<file path="src/rtl/bbt_pkg.sv">
package bbt_pkg;

   // which word the read port returns
   typedef enum logic [1:0] {
      SEL_NONE = 2'd0,
      SEL_LO   = 2'd1,
      SEL_HI   = 2'd2,
      SEL_STAT = 2'd3
   } rd_sel_e;

   localparam int unsigned BBT_WORD_W = 16;
   localparam int unsigned BBT_ADDR_W = 8;

endpackage

</file>
<file path="src/rtl/bbt_clr_edge.sv">
module bbt_clr_edge (
   input  logic clk,
   input  logic rst_n,
   input  logic clr_lvl,
   output logic clr_pulse
);

   logic clr_q;

   always_ff @(posedge clk or negedge rst_n) begin
      if (!rst_n) clr_q <= 1'b0;
      else        clr_q <= clr_lvl;
   end

   assign clr_pulse = clr_lvl & ~clr_q;


   single_pulse_chk: assert property (@(posedge clk) disable iff (!rst_n)
      clr_pulse |=> !clr_pulse);

endmodule

</file>
<file path="src/rtl/bbt_arm.sv">
module bbt_arm (
   input  logic clk,
   input  logic rst_n,
   input  logic sync_in,
   output logic armed,
   output logic count_ok
);

   logic armed_q;

   always_ff @(posedge clk or negedge rst_n) begin
      if (!rst_n)       armed_q <= 1'b0;
      else if (sync_in) armed_q <= 1'b1;
   end

   assign armed    = armed_q;
   assign count_ok = armed_q | sync_in;


   armed_keep_chk: assert property (@(posedge clk) disable iff (!rst_n)
      armed_q |=> armed_q);

endmodule

</file>
<file path="src/rtl/bbt_sat_count.sv">
module bbt_sat_count #(
   parameter int unsigned W = 32
) (
   input  logic         clk,
   input  logic         rst_n,
   input  logic         inc_req,
   input  logic         clr_evt,
   output logic [W-1:0] cnt,
   output logic         ovf
);

   localparam logic [W-1:0] ALL1 = {W{1'b1}};
   localparam logic [W-1:0] PRE1 = ALL1 - W'(1);

   logic [W-1:0] cnt_q;
   logic         ovf_q;
   logic         at_max;
   logic         step;
   logic         reach;

   assign at_max = (cnt_q == ALL1);
   assign step   = inc_req & ~at_max;
   assign reach  = step & (cnt_q == PRE1);

   always_ff @(posedge clk or negedge rst_n) begin
      if (!rst_n) begin
         cnt_q <= '0;
         ovf_q <= 1'b0;
      end else if (clr_evt) begin
         cnt_q <= '0;
         ovf_q <= 1'b0;
      end else begin
         if (step)  cnt_q <= cnt_q + W'(1);
         if (reach) ovf_q <= 1'b1;
      end
   end

   assign cnt = cnt_q;
   assign ovf = ovf_q;


   inc_step_chk: assert property (@(posedge clk) disable iff (!rst_n)
      (inc_req && !clr_evt && cnt_q != ALL1) |=> cnt_q == $past(cnt_q) + W'(1));

   idle_hold_chk: assert property (@(posedge clk) disable iff (!rst_n)
      (!inc_req && !clr_evt) |=> $stable(cnt_q));

   sat_hold_chk: assert property (@(posedge clk) disable iff (!rst_n)
      (cnt_q == ALL1 && !clr_evt) |=> cnt_q == ALL1);

   ovf_sticky_chk: assert property (@(posedge clk) disable iff (!rst_n)
      (ovf_q && !clr_evt) |=> ovf_q);

   ovf_at_max_chk: assert property (@(posedge clk) disable iff (!rst_n)
      ovf_q |-> cnt_q == ALL1);

   clr_zero_chk: assert property (@(posedge clk) disable iff (!rst_n)
      clr_evt |=> (cnt_q == '0 && !ovf_q));

endmodule

</file>
<file path="src/rtl/bbt_rd_port.sv">
module bbt_rd_port
   import bbt_pkg::*;
#(
   parameter int unsigned CNT_W     = 32,
   parameter int unsigned WORD_W    = 16,
   parameter int unsigned ADDR_W    = 8,
   parameter int unsigned LO_ADDR   = 'h78,
   parameter int unsigned HI_ADDR   = 'h7A,
   parameter int unsigned STAT_ADDR = 'h7C
) (
   input  logic              clk,
   input  logic              rst_n,
   input  logic              rd_en,
   input  logic [ADDR_W-1:0] rd_addr,
   input  logic [CNT_W-1:0]  cnt,
   input  logic              ovf,
   output logic [WORD_W-1:0] rd_data
);

   localparam int unsigned HI_W = (CNT_W > WORD_W) ? CNT_W - WORD_W : 1;

   rd_sel_e           sel;
   logic [WORD_W-1:0] lo_word;
   logic [WORD_W-1:0] hi_word;
   logic [WORD_W-1:0] stat_word;
   logic [WORD_W-1:0] next_data;
   logic [WORD_W-1:0] rd_q;

   always_comb begin
      if      (rd_addr == ADDR_W'(LO_ADDR))   sel = SEL_LO;
      else if (rd_addr == ADDR_W'(HI_ADDR))   sel = SEL_HI;
      else if (rd_addr == ADDR_W'(STAT_ADDR)) sel = SEL_STAT;
      else                                    sel = SEL_NONE;
   end

   generate
      if (CNT_W > WORD_W) begin : g_split
         logic [HI_W-1:0] hold_q;
         always_ff @(posedge clk or negedge rst_n) begin
            if (!rst_n)                      hold_q <= '0;
            else if (rd_en && sel == SEL_LO) hold_q <= cnt[CNT_W-1:WORD_W];
         end
         assign lo_word = cnt[WORD_W-1:0];
         assign hi_word = WORD_W'(hold_q);
      end else begin : g_narrow
         assign lo_word = WORD_W'(cnt);
         assign hi_word = '0;
      end
   endgenerate

   assign stat_word = WORD_W'(ovf);

   always_comb begin
      unique case (sel)
         SEL_LO:   next_data = lo_word;
         SEL_HI:   next_data = hi_word;
         SEL_STAT: next_data = stat_word;
         default:  next_data = '0;
      endcase
   end

   always_ff @(posedge clk or negedge rst_n) begin
      if (!rst_n)     rd_q <= '0;
      else if (rd_en) rd_q <= next_data;
   end

   assign rd_data = rd_q;


   rd_keep_chk: assert property (@(posedge clk) disable iff (!rst_n)
      !rd_en |=> $stable(rd_data));

   rd_stat_chk: assert property (@(posedge clk) disable iff (!rst_n)
      (rd_en && rd_addr == ADDR_W'(STAT_ADDR)) |=> rd_data == WORD_W'($past(ovf)));

   rd_lo_chk: assert property (@(posedge clk) disable iff (!rst_n)
      (rd_en && rd_addr == ADDR_W'(LO_ADDR)) |=> rd_data == $past(lo_word));

endmodule

</file>
<file path="src/rtl/bert_bit_tally.sv">
module bert_bit_tally
   import bbt_pkg::*;
#(
   parameter int unsigned CNT_W     = 32,
   parameter int unsigned WORD_W    = BBT_WORD_W,
   parameter int unsigned ADDR_W    = BBT_ADDR_W,
   parameter int unsigned LO_ADDR   = 'h78,
   parameter int unsigned HI_ADDR   = 'h7A,
   parameter int unsigned STAT_ADDR = 'h7C
) (
   input  logic              clk,
   input  logic              rst_n,
   input  logic              bit_en,
   input  logic              rx_in_sync,
   input  logic              clr_ctl,
   input  logic              rd_en,
   input  logic [ADDR_W-1:0] rd_addr,
   output logic [WORD_W-1:0] rd_data,
   output logic [CNT_W-1:0]  count,
   output logic              ovf_flag
);

   initial begin
      assert (CNT_W >= 2)
         else $error("CNT_W must be at least 2");
      assert (CNT_W <= 2 * WORD_W)
         else $error("CNT_W must fit in two read words");
      assert (LO_ADDR != HI_ADDR && LO_ADDR != STAT_ADDR && HI_ADDR != STAT_ADDR)
         else $error("read addresses must differ");
      assert (STAT_ADDR < (1 << ADDR_W) && LO_ADDR < (1 << ADDR_W) && HI_ADDR < (1 << ADDR_W))
         else $error("read address exceeds ADDR_W");
   end

   logic clr_evt;
   logic armed;
   logic count_ok;
   logic inc_req;

   bbt_clr_edge u_clr (
      .clk       (clk),
      .rst_n     (rst_n),
      .clr_lvl   (clr_ctl),
      .clr_pulse (clr_evt)
   );

   bbt_arm u_arm (
      .clk      (clk),
      .rst_n    (rst_n),
      .sync_in  (rx_in_sync),
      .armed    (armed),
      .count_ok (count_ok)
   );

   assign inc_req = bit_en & count_ok;

   bbt_sat_count #(.W(CNT_W)) u_cnt (
      .clk     (clk),
      .rst_n   (rst_n),
      .inc_req (inc_req),
      .clr_evt (clr_evt),
      .cnt     (count),
      .ovf     (ovf_flag)
   );

   bbt_rd_port #(
      .CNT_W     (CNT_W),
      .WORD_W    (WORD_W),
      .ADDR_W    (ADDR_W),
      .LO_ADDR   (LO_ADDR),
      .HI_ADDR   (HI_ADDR),
      .STAT_ADDR (STAT_ADDR)
   ) u_rd (
      .clk     (clk),
      .rst_n   (rst_n),
      .rd_en   (rd_en),
      .rd_addr (rd_addr),
      .cnt     (count),
      .ovf     (ovf_flag),
      .rd_data (rd_data)
   );


   count_armed_chk: assert property (@(posedge clk) disable iff (!rst_n)
      (count != '0) |-> armed);

endmodule

</file>
<file path="config.mk">
export PLATFORM = sky130hd
export DESIGN_NAME = bert_bit_tally
export DESIGN_NICKNAME = d
export VERILOG_FILES = /design/src/rtl/bbt_pkg.sv /design/src/rtl/bbt_clr_edge.sv /design/src/rtl/bbt_arm.sv /design/src/rtl/bbt_sat_count.sv /design/src/rtl/bbt_rd_port.sv /design/src/rtl/bert_bit_tally.sv
export SDC_FILE = /design/constraint.sdc
export NUM_CORES = 1
export LEC_CHECK = 0
export ABC_AREA = 0
export BUFFER_PORTS_ARGS = -buffer_cell sky130_fd_sc_hd__buf_2
export CORE_MARGIN = 4
export CORE_UTILIZATION = 45
export DETAILED_ROUTE_END_ITERATION = 8
export PLACE_DENSITY_LB_ADDON = 0.2
export SLEW_MARGIN = 20
export SYNTH_ARGS = -nofsm -noshare
export SYNTH_HDL_FRONTEND = slang
export SYNTH_SLANG_ARGS = --single-unit
</file>
<file path="constraint.sdc">
create_clock -name clk -period 3.6 [get_ports clk]
set_input_delay 0.54 -clock clk [delete_from_list [all_inputs] [get_ports clk]]
set_output_delay 0.54 -clock clk [all_outputs]
set_load 0.02 [all_outputs]
</file>
# Yosys cells after proc, flatten, opt, wreduce, memory -nomap -nowiden
# Cells that the tools add are included.
# W data, S select, Z words.
totals:
  reg_bits: 67
  input_bits: 14
  output_inout_bits: 49
  elab_cells: 33
classes:
  add_sub_neg: 1
  n_eq_ne: 8
  n_mux: 8
  bitwise_logic: 7
  reduce_logical: 3
op_table:
  columns: ["operator", "n"]
  rows:
  - ["$eq A32 B32 Y1 const B", 2]
  - ["$mux W32", 2]
  - ["$pmux W16 S3", 1]
  - ["$add A32 B1 Y32 const B", 1]
  - ["$eq A8 B7 Y1 const B", 3]
  - ["$mux W2", 3]
  - ["$and A1 B1 Y1", 4]
  - ["$eq A2 B2 Y1 const B", 2]
  - ["$reduce_bool A2 Y1", 2]
  - ["$eq A2 B1 Y1 const B", 1]
  - ["$mux W1", 2]
  - ["$not A1 Y1", 2]
  - ["$logic_and A1 B1 Y1", 1]
  - ["$or A1 B1 Y1", 1]

# Longest topological paths before layout
# Gate-level depths: netlist of the first run.
depth:
  ltp_word: 6
  depth_mapped: 7

# Cells and area by module
# From an unflattened synthesis of the first run, not the netlist that was laid out.
unflattened:
  hier_cells: 339
  hier_area_um2: 3565.9
by_module_without_submodules:
  columns: ["mod", "n_inst", "cells_each", "area_per_inst_um2", "seq_area_each_um2"]
  rows:
  - ["bbt_sat_count", 1, 206, 1943.1, 825.8]
  - ["bbt_rd_port", 1, 127, 1540.2, 800.8]
  - ["bbt_clr_edge", 1, 2, 38.8, 25.0]
  - ["bbt_arm", 1, 3, 37.5, 25.0]
  - ["bert_bit_tally", 1, 1, 6.3, 0.0]

# Worst setup path before layout of the first run
# OpenSTA, ideal clock, no wires.
synth_timing:
  path_type: "input -> register"
  from: "in rd_addr[7]"
  to: "reg u_rd.g_split.hold_q[10]"
  setup_time_ns: 0.125
  t_arrival_ns: 2.107
  required_ns: 3.475
  path_slack_ns: 1.368
  path_stages: 6
  path_buffers: 1
  path_cell_list: "nand4b_1 -> nor3b_1 -> nand3b_1 -> nor2_1 -> buf_2 -> mux2_2"
synth_via:
  elab_chain_len: 6
  word_cells_on_any_way: 8
  classes_between: "eq/ne: 4; mux: 3; reduce/logical: 1"
synth_lines:
  columns: ["item", "line_no", "source"]
  rows:
  - ["start: declaration", "bert_bit_tally.sv:17", "input logic [ADDR_W-1:0] rd_addr,"]
  - ["$eq A8 B7 Y1", "bbt_rd_port.sv:32", "else if (rd_addr == ADDR_W'(STAT_ADDR)) sel = SEL_STAT;"]
  - ["$mux W2", "bbt_rd_port.sv:32", null]
  - ["$mux W2", "bbt_rd_port.sv:31", "else if (rd_addr == ADDR_W'(HI_ADDR)) sel = SEL_HI;"]
  - ["$mux W2 (*)", "bbt_rd_port.sv:30", "if (rd_addr == ADDR_W'(LO_ADDR)) sel = SEL_LO;"]
  - ["$eq A2 B1 Y1 (*)", "bbt_rd_port.sv:41", "else if (rd_en && sel == SEL_LO) hold_q <= cnt[CNT_W-1:WORD_W];"]
  - ["$logic_and A1 B1 Y1 (*)", "bbt_rd_port.sv:41", null]
  - ["end signal: assignment", "bbt_rd_port.sv:41", null]
  - ["end: declaration", "bbt_rd_port.sv:38", "logic [HI_W-1:0] hold_q;"]
# Every way passes the cells marked *; elsewhere a longest branch is shown, timed or not.
# A chain may end at the register's enable or synchronous reset.

# Worst setup path in the final report of the first run
layout_timing:
  from: "reg u_cnt.cnt_q[16], in the netlist u_cnt.cnt[16]"
  to: "reg u_cnt.cnt_q[7], in the netlist u_cnt.cnt[7]"
layout_via:
  elab_chain_len: 4
layout_lines:
  columns: ["item", "line_no", "source"]
  rows:
  - ["start: declaration", "bbt_sat_count.sv:15", "logic [W-1:0] cnt_q;"]
  - ["start signal: assignment", "bbt_sat_count.sv:33", "if (step) cnt_q <= cnt_q + W'(1);"]
  - ["$eq A32 B32 Y1", "bbt_sat_count.sv:21", "assign at_max = (cnt_q == ALL1);"]
  - ["$not A1 Y1", "bbt_sat_count.sv:22", "assign step = inc_req & ~at_max;"]
  - ["$and A1 B1 Y1", "bbt_sat_count.sv:22", null]
  - ["$reduce_bool A2 Y1 (no line)", null, null]
# No other way between the ends.

==> flow_metrics.py, run 1 <==
metrics = {
    "global_route": {
        "gr-usage-met1": 0.288,
        "grt_pass1_vias": 2606,
        "grt_pass1_wl_um": 13700,
        "grt_usage": 0.197,
        "grt_max_degree": 40,
        "use_met3": 0.0304,
        "gr-usage-met2": 0.298,
        "grt_busiest_layer": "met2",
        "antenna_found_initial": 0,
        "grt_overflow": 0,
    },
    "pwr": {
        "vdd_drop_max_v": 0.000295,
        "powerDensity_nw_per_um2": 372,
        "p_leak_nw": 1.87,
        "fin_total_pwr_mw": 1.48,
    },
    "sta": {
        "drv_slew": 0,
        "worst_slew_pin_slew_ns": 0.967,
        "finalSetupViolCount": 0,
        "fin_crit_sh": 0.757,
        "slew_headroom": 0.352,
        "fin_crit_ns": 2.72,
        "worst_slack_ns": 0.876,
        "finalHoldViolCount": 0,
        "rsz0062_at_grt": "false",
        "fin_skew_ns": 0.00697,
        "fmax_mhz": 367,
        "finalSetupTns_ns": 0,
    },
    "placement": {
        "place_area_um2": 3780,
        "pre_cts_slack_ns": 0.927,
        "numPortBuffers": 62,
        "dp_hpwl_um": 5870,
        "gp_congestion": 0.824,
        "dp_cells": 479,
    },
    "clocking": {
        "numCtsBuffers": 9,
        "clkSlewWorstSetupHoldPaths_ns": 0.07,
        "cts_hold_buf": 0,
        "clkSinkCount": 67,
        "cts_tree": "built",
        "ctsResizeCount": 0,
        "postCtsSetupBuffers": 0,
        "clk_latency_ns": 0.34,
        "clk_path_buf_depth": 2,
        "root_buffer": "clkbuf_8",
        "h-tree-depth": 3,
    },
    "worst_setup_path": {
        "r2r-end": "u_cnt.cnt[7]",
        "critPathRequiredTime_ns": 3.86,
        "reg2regPathDepth": 5,
        "start_kind": "flip-flop",
        "path_class": "flip-flop to flip-flop",
        "cp.arrival_ns": 2.98,
        "slowest_delay_ns": 0.70,
        "startpoint": "u_cnt.cnt[16]",
        "cp_max_fo": 16,
        "slowest_stage": "nor4_1",
        "worstSetupEndpointType": "flip-flop",
        "path_cells": "nand4_1, nor4_1, and4_1, o21ai_0, a21oi_1",
        "rr_startpoint": "u_cnt.cnt[16]",
        "crit_family": "simple AND/OR/NAND/NOR gates",
        "cp_num_buf_inv": 0,
        "r2r_setup_slack_ns": 0.88,
    },
    "outcome": {
        "status": "finished, final reports clean",
    },
    "run": {
        "maxCapViolations": 0,
    },
    "synth": {
        "synthesis.nets": 341,
        "ys.flop_type": "dfrtp_1",
        "ys_seq_area_frac": 0.500,
        "ys_warn_count": 0,
        "synth_edf_count": 0,
        "synth-seq-cells": 67,
        "netlist_instances": 325,
        "yosysTopAreaCell": "dfrtp_1",
        "async_flop_share": 1.00,
        "syn-cell-area_um2": 3350,
        "synth_area_leaders": "dfrtp_1 50%, mux2_2 5.4%, mux2i_1 4.8%",
        "syn_avg_cell_area_um2": 10.3,
        "ys_types": 44,
        "synth_top_area_frac": 0.500,
    },
    "floorplanning": {
        "start_util": 0.462,
        "design.core.area_um2": 7250,
        "fp.dieH_um": 94.3,
        "num_rows": 31,
        "die_x_um": 94.3,
        "ios": 63,
        "dieArea_um2": 8900,
    },
    "final_layout": {
        "final_layout_size_suffix_gt1_frac": 0.270,
        "stdcell_area_um2": 3980,
        "area_delta_synth_final_pct": 18.5,
        "nFillCells": 673,
        "final_cell_mix": "67 x dfrtp_1, 62 x buf_2, 23 x inv_1",
        "layout.nets": 407,
        "fin_cells": 495,
        "diodes": 0,
        "layout_commonest_cell": "dfrtp_1",
    },
    "detailed_routing": {
        "dr_total_vias": 2728,
        "vias_per_cell": 5.51,
        "drc": 0,
        "dr.pass1.iters": 4,
        "wl_per_cell_um": 16.6,
        "routed_wl_um": 8200,
        "ant_nets": 0,
        "drt-initial-drc-count": 167,
    },
    "min_path": {
        "worstHoldPathType": "input port to asynchronous set/reset pin",
    },
}
==> how the worst max path moves through the flow <==
stage	to	cells after the start
final	u_cnt.cnt[7]	5
after global routing	u_cnt.cnt[7]	5
after CTS	u_cnt.cnt[7]	5
after detailed placement	u_cnt.cnt[7]	5
after global placement	u_cnt.cnt[13]	5
after floorplan	u_rd.g_split.hold_q[10]	6
==> cell families (layout without fill, tap and decap cells) <==
group	Yosys count	count (layout)	synth area share
AND/OR/NAND/NOR	110	110	0.196
flip-flops	67	67	0.500
AO/OA/AOI/OAI	66	66	0.122
buffers and inverters	36	107	0.0418
multiplexers	32	32	0.101
XOR/XNOR	12	12	0.0313
adder cells (fa/ha/maj)	2	2	0.00746
==> state kept, by name (all words and copies together), names as in the netlist <==
register,cells
u_arm.armed,1
u_rd.g_split.hold_q,16
u_cnt.cnt,32
u_clr.clr_q,1
u_rd.rd_data,16
u_cnt.ovf,1
==> worst register-to-register path, cell delays in order (launching register included) <==
cell and delay (ns):
dfrtp_1 0.50, nand4_1 0.49, nor4_1 0.70, and4_1 0.61, o21ai_0 0.17, a21oi_1 0.17
==> per-stage QoR <==
step	utilization	hold WS [ns]
final	0.548	0.308
after global routing	0.548	0.333
after CTS	0.548	0.318
after detailed placement	0.521	0.516
after global placement	0.521	0.499
after floorplan	-	0.244
==> layout make-up <==
class / count / area [um^2] / share of cell area
flip-flops and latches: 67 / 1680 / 0.422
clock inverters: 5 / 52.6 / 0.0132
repair buffers: 68 / 355 / 0.0894
clock buffers: 11 / 141 / 0.0356
inverters: 23 / 86.3 / 0.0217
multi-input cells: 222 / 1540 / 0.387
well taps: 99 / 124 / 0.0312
==> routing by layer <==
layer  vias to the layer above  share of wire  wire (um)
met5                         -              0          0
met4                         0          0.016        133
met3                        11          0.033        274
met2                        46           0.46       3810
met1                      1337           0.49       3990
li1                       1334              -          -
==> power by group <==
group          switching, mW  leakage, nW  total [mW]  internal [mW]
clock network          0.281       0.0991       0.617          0.335
registers             0.0140        0.926       0.773          0.759
logic                 0.0614        0.843      0.0902         0.0287
==> Yosys cell counts (all sizes together) (3+ instances only) <==
library cell	number
a211oi	3
a21oi	18
buf	5
clkbuf	8
dfrtp	67
inv	23
mux2	16
mux2i	16
nand2	22
nand3	10
nand4	14
nand4b	3
nor2	22
nor3	4
nor4	5
o211ai	4
o21ai	15
o22ai	15
or3	8
or4	9
xnor2	7
xor2	5
(Power assumes the default switching activity.)
==> run 2: changes to the inputs <==
clock period = 2.25 ns   (was 3.6 ns; I/O delays follow)
==> flow_metrics.py, run 2 (synthesized netlist as in run 1, its figures left out) <==
metrics = {
    "clocking": {
        "clkSinkCount": 67,
        "cts_tree": "built",
        "clk_latency_ns": 0.36,
        "cts_hold_buf": 0,
        "postCtsSetupBuffers": 0,
        "clk_path_buf_depth": 2,
        "clkSlewWorstSetupHoldPaths_ns": 0.07,
        "root_buffer": "clkbuf_8",
        "ctsResizeCount": 0,
        "h-tree-depth": 3,
        "numCtsBuffers": 9,
    },
    "worst_setup_path": {
        "cp_max_fo": 9,
        "start_kind": "flip-flop",
        "reg2regPathDepth": 5,
        "r2r_setup_slack_ns": 0.12,
        "cp.arrival_ns": 2.41,
        "critPathRequiredTime_ns": 2.53,
        "path_class": "flip-flop to flip-flop",
        "r2r-end": "u_cnt.cnt[28]",
        "worstSetupEndpointType": "flip-flop",
        "rr_startpoint": "u_cnt.cnt[2]",
    },
    "detailed_routing": {
        "vias_per_cell": 5.62,
        "drc": 0,
        "wl_per_cell_um": 17.1,
        "drt-initial-drc-count": 161,
        "ant_nets": 0,
        "dr.pass1.iters": 4,
        "routed_wl_um": 8720,
        "dr_total_vias": 2860,
    },
    "sta": {
        "finalHoldViolCount": 15,
        "worst_slack_ns": 0.119,
        "hold_slack_ns": -0.0252,
        "fin_skew_ns": 0.0102,
        "fin_crit_sh": 0.947,
        "fmax_mhz": 469,
        "finalSetupTns_ns": 0,
        "rsz0062_at_grt": "false",
        "worst_slew_pin_slew_ns": 0.486,
        "finalSetupViolCount": 0,
        "fin_crit_ns": 2.13,
        "slew_headroom": 0.674,
        "drv_slew": 0,
    },
    "final_layout": {
        "final_layout_size_suffix_gt1_frac": 0.295,
        "fin_util": 0.568,
        "layout.nets": 421,
        "nFillCells": 662,
        "area_delta_synth_final_pct": 22.8,
        "multi_input_area_um2": 1540,
        "seq_area_um2": 1680,
        "diodes": 0,
        "largest_register_ffs": 32,
        "final_cell_mix": "67 x dfrtp_1, 62 x buf_2, 23 x inv_1",
        "layout_commonest_cell": "dfrtp_1",
    },
    "placement": {
        "gp_congestion": 0.879,
        "pre_cts_slack_ns": 0.175,
        "dp_hpwl_um": 6210,
        "numPortBuffers": 62,
    },
    "pwr": {
        "powerDensity_nw_per_um2": 607,
        "p_leak_nw": 1.95,
        "vdd_drop_max_v": 0.000279,
    },
    "floorplanning": {
        "start_util": 0.462,
        "design.core.area_um2": 7250,
        "dieArea_um2": 8900,
        "ios": 63,
        "fp.dieH_um": 94.3,
        "num_rows": 31,
        "die_x_um": 94.3,
    },
    "outcome": {
        "status": "complete, but fails checks",
        "violations": "negative hold slack",
    },
    "global_route": {
        "grt_usage": 0.209,
        "grt_overflow": 0,
        "antenna_found_initial": 0,
        "grt_pass1_wl_um": 14300,
        "grt_max_degree": 68,
        "grt_pass1_vias": 2811,
    },
    "min_path": {
        "worstHoldPathType": "input port to asynchronous set/reset pin",
    },
    "run": {
        "maxCapViolations": 0,
    },
}
## run 2: changes by cell type in the layout (fill, tap and decap cells not counted)
cell	change
buf_4	+13
clkinv_2	-2
clkinv_4	+2
buf_12	+1
bufinv_16	+1
clkbuf_8	-1
## run 2: critical path, stage by stage, from the launching register on
cell     delay [ns]
dfrtp_1        0.53
nand4_4        0.18
nor4_4         0.45
nand4_4        0.23
or4_1          0.52
a21oi_1        0.15
## run 2: how the worst max path moves through the flow
stage / slack, ns / end / start
2_1_floorplan: 0.22 / u_rd.g_split.hold_q[10] / rd_addr[7]
3_3_place_gp: 0.22 / u_cnt.cnt[17] / u_cnt.cnt[26]
3_5_place_dp: 0.18 / u_cnt.cnt[28] / u_cnt.cnt[2]
4_1_cts: 0.13 / u_cnt.cnt[28] / u_cnt.cnt[2]
5_1_grt: 0.006 / u_cnt.cnt[0] / u_cnt.cnt[12]
6_report: 0.12 / u_cnt.cnt[28] / u_cnt.cnt[2]
## run 2: area by class of cell
cell class | count | share of cell area
Timing Repair Buffer | 82 | 0.115
Inverter | 23 | 0.0210
Tap cell | 99 | 0.0301
Clock inverter | 6 | 0.0219
Multi-Input combinational cell | 222 | 0.374
Clock buffer | 10 | 0.0310
Sequential cell | 67 | 0.407
## run 2: per-stage QoR
stage	instances	area, um^2	power, mW
after global placement	493	3900	1.41
after CTS	509	4120	2.52
after global routing	509	4120	2.58
after detailed placement	493	3900	1.41
after floorplan	325	3350	1.33
final	509	4120	2.50
## run 2: layer usage
| layer | up-vias | part of all wire | global-route usage |
|---|---|---|---|
| li1 | 1366 | - | - |
| met1 | 1417 | 0.45 | 0.276 |
| met2 | 66 | 0.49 | 0.342 |
| met3 | 11 | 0.046 | 0.0409 |
| met4 | 0 | 0.013 | 0.0746 |
| met5 | - | 0 | 0 |
## run 2: report_power, final
part | switching (mW) | internal, mW | total, mW
Combinational | 0.102 | 0.0507 | 0.152
Sequential | 0.0213 | 1.21 | 1.24
Clock | 0.485 | 0.626 | 1.11
==> run 3: changes to the inputs <==
SYNTH_HIERARCHICAL = 1   (was unset)
==> flow_metrics.py, run 3 <==
metrics = {
    "placement": {
        "dp_hpwl_um": 6690,
        "gp_congestion": 0.845,
        "place_area_um2": 4200,
        "numPortBuffers": 62,
        "pre_cts_slack_ns": 0.137,
        "dp_cells": 526,
    },
    "global_route": {
        "grt_max_degree": 45,
        "use_met3": 0.0418,
        "grt_busiest_layer": "met2",
        "grt_overflow": 0,
        "gr-usage-met1": 0.277,
        "grt_pass1_vias": 2887,
        "antenna_found_initial": 0,
        "grt_pass1_wl_um": 15000,
        "gr-usage-met2": 0.307,
        "grt_usage": 0.199,
    },
    "sta": {
        "worst_slack_ns": 0.113,
        "drv_slew": 0,
        "worst_slew_pin_slew_ns": 0.592,
        "finalSetupTns_ns": 0,
        "fin_crit_ns": 2.14,
        "fin_crit_sh": 0.950,
        "fin_skew_ns": 0.00889,
        "fmax_mhz": 468,
        "slew_headroom": 0.604,
        "finalSetupViolCount": 0,
        "finalHoldViolCount": 0,
    },
    "synth": {
        "async_flop_share": 1.00,
        "ys_seq_area_frac": 0.470,
        "synth_most_common_cell": "dfrtp_1",
        "ys.flop_type": "dfrtp_1",
        "synth_compound_area_frac": 0.102,
        "syn-cell-area_um2": 3570,
        "synth_edf_count": 0,
        "netlist_instances": 339,
        "synth_fa_ha_area_frac": 0.00702,
        "syn_avg_cell_area_um2": 10.5,
        "synthesis.nets": 355,
        "synth_xor_area_frac": 0.0295,
        "yosys.area_share.simple": 0.211,
        "synth_top_area_frac": 0.470,
        "synth_common_cells": "67 x dfrtp_1, 28 x nand2_1, 25 x nor2_1",
        "synth_area_leaders": "dfrtp_1 47%, mux2_2 7.3%, mux2_4 4.2%",
        "ys_warn_count": 6,
        "ys_types": 51,
        "synth_top_family_by_area": "simple AND/OR/NAND/NOR gates",
        "synth-seq-cells": 67,
        "yosysTopAreaCell": "dfrtp_1",
        "synthMuxAreaShare": 0.121,
    },
    "worst_setup_path": {
        "r2r-end": "u_cnt/cnt[19]",
        "crit_family": "simple AND/OR/NAND/NOR gates",
        "worstSetupEndpointType": "flip-flop",
        "r2r_setup_slack_ns": 0.11,
        "cp.arrival_ns": 2.35,
        "rr_startpoint": "u_cnt/cnt[11]",
        "reg2regPathDepth": 7,
        "cp_num_buf_inv": 2,
        "start_kind": "flip-flop",
        "slowest_delay_ns": 0.58,
        "path_class": "flip-flop to flip-flop",
        "critPathRequiredTime_ns": 2.47,
        "cp_common_cell": "buf_4",
        "path_cells": "nand4_2, or4_4, o31ai_4, buf_4, buf_4, or4_1, a21oi_1",
        "slowest_stage": "or4_4",
        "cp_max_fo": 7,
    },
    "min_path": {
        "min_from": "clr_ctl",
        "min_to": "u_clr/clr_q",
        "hold_depth": 1,
        "worstHoldPathType": "input port to flip-flop",
    },
    "floorplanning": {
        "design.core.area_um2": 7730,
        "ios": 63,
        "die_x_um": 97.0,
        "start_util": 0.461,
        "num_rows": 32,
        "dieArea_um2": 9410,
        "fp.dieH_um": 97.0,
    },
    "detailed_routing": {
        "drc": 0,
        "dr.pass1.iters": 5,
        "wl_per_cell_um": 16.8,
        "ant_nets": 0,
        "routed_wl_um": 9150,
        "drt-initial-drc-count": 146,
        "dr_total_vias": 2958,
        "vias_per_cell": 5.43,
    },
    "final_layout": {
        "layout.nets": 454,
        "nFillCells": 698,
        "stdcell_area_um2": 4380,
        "largest_register_ffs": 32,
        "final_cell_mix": "62 x buf_2, 59 x dfrtp_1, 42 x buf_4",
        "fin_cells": 545,
        "diodes": 0,
        "layout_commonest_cell": "buf_2",
        "area_delta_synth_final_pct": 22.8,
        "final_layout_size_suffix_gt1_frac": 0.395,
    },
    "clocking": {
        "h-tree-depth": 3,
        "numCtsBuffers": 9,
        "clk_latency_ns": 0.35,
        "clk_path_buf_depth": 2,
        "clkSlewWorstSetupHoldPaths_ns": 0.07,
        "clkSinkCount": 67,
        "root_buffer": "clkbuf_8",
        "cts_tree": "built",
    },
    "outcome": {
        "status": "finished, final reports clean",
    },
    "pwr": {
        "p_leak_nw": 2.10,
        "powerDensity_nw_per_um2": 530,
        "fin_total_pwr_mw": 2.32,
        "vdd_drop_max_v": 0.000318,
    },
    "run": {
        "maxCapViolations": 0,
    },
}
run 3: how the worst max path moves through the flow:
stage                  start             to  slack [ns]  cells after the start
2_1_floorplan  u_cnt/cnt[16]  u_cnt/cnt[27]       0.002                      7
3_5_place_dp   u_cnt/cnt[11]   u_cnt/cnt[7]        0.14                      6
5_1_grt        u_cnt/cnt[11]  u_cnt/cnt[11]      -0.004                      6
4_1_cts        u_cnt/cnt[11]  u_cnt/cnt[11]         0.1                      6
3_3_place_gp   u_cnt/cnt[11]  u_cnt/cnt[29]        0.16                      5
6_report       u_cnt/cnt[11]  u_cnt/cnt[19]        0.11                      7
run 3: cell type report:
type	instances	area, um^2	area share
Timing Repair Buffer	106	656	0.150
Sequential cell	67	1690	0.385
Multi-Input combinational cell	233	1680	0.383
Clock buffer	13	139	0.0317
Tap cell	102	128	0.0291
Inverter	21	78.8	0.0180
Clock inverter	3	15.0	0.00343
run 3: worst reg2reg max path: stages, from the launching register on:
cell     delay, ns
dfrtp_2       0.42
nand4_2       0.13
or4_4         0.58
o31ai_4       0.36
buf_4         0.18
buf_4         0.14
or4_1         0.12
a21oi_1       0.07
run 3: cells by family (layout without fill, tap and decap cells):
logic type | after synthesis | in the layout
and+or+nand+nor | 127 | 127
xor gates and xnor gates | 12 | 12
buffers and inverters | 39 | 143
adders and majority gates | 2 | 2
muxes | 35 | 35
AOI/OAI and AO/OA | 57 | 57
DFF | 67 | 67
run 3: where the power goes:
group | switching [mW] | internal [mW] | leakage (nW) | total [mW]
logic | 0.146 | 0.0874 | 1.11 | 0.233
clock network | 0.446 | 0.396 | 0.0812 | 0.842
registers | 0.0271 | 1.22 | 0.911 | 1.25
run 3: repair_timing:
action,4_1_cts,5_1_grt
gates resized for setup,0,3
hold endpoints to repair,1,0
endpoints found under the setup margin,0,6
hold buffers,1,0
buffers inserted,0,2
run 3: layer usage:
metal  vias to the layer above  share of wire
met5                         -              0
met4                         0          0.015
met3                        13          0.054
met2                       100           0.46
met1                      1414           0.47
li1                       1431              -
run 3: metrics by stage:
| stage | utilization | hold slack, ns |
|---|---|---|
| detailed placement | 0.543 | 0.144 |
| CTS | 0.564 | 0.103 |
| global route | 0.567 | 0.102 |
| global placement | 0.543 | 0.146 |
| finish | 0.567 | 0.113 |
| floorplan | - | 0.0419 |
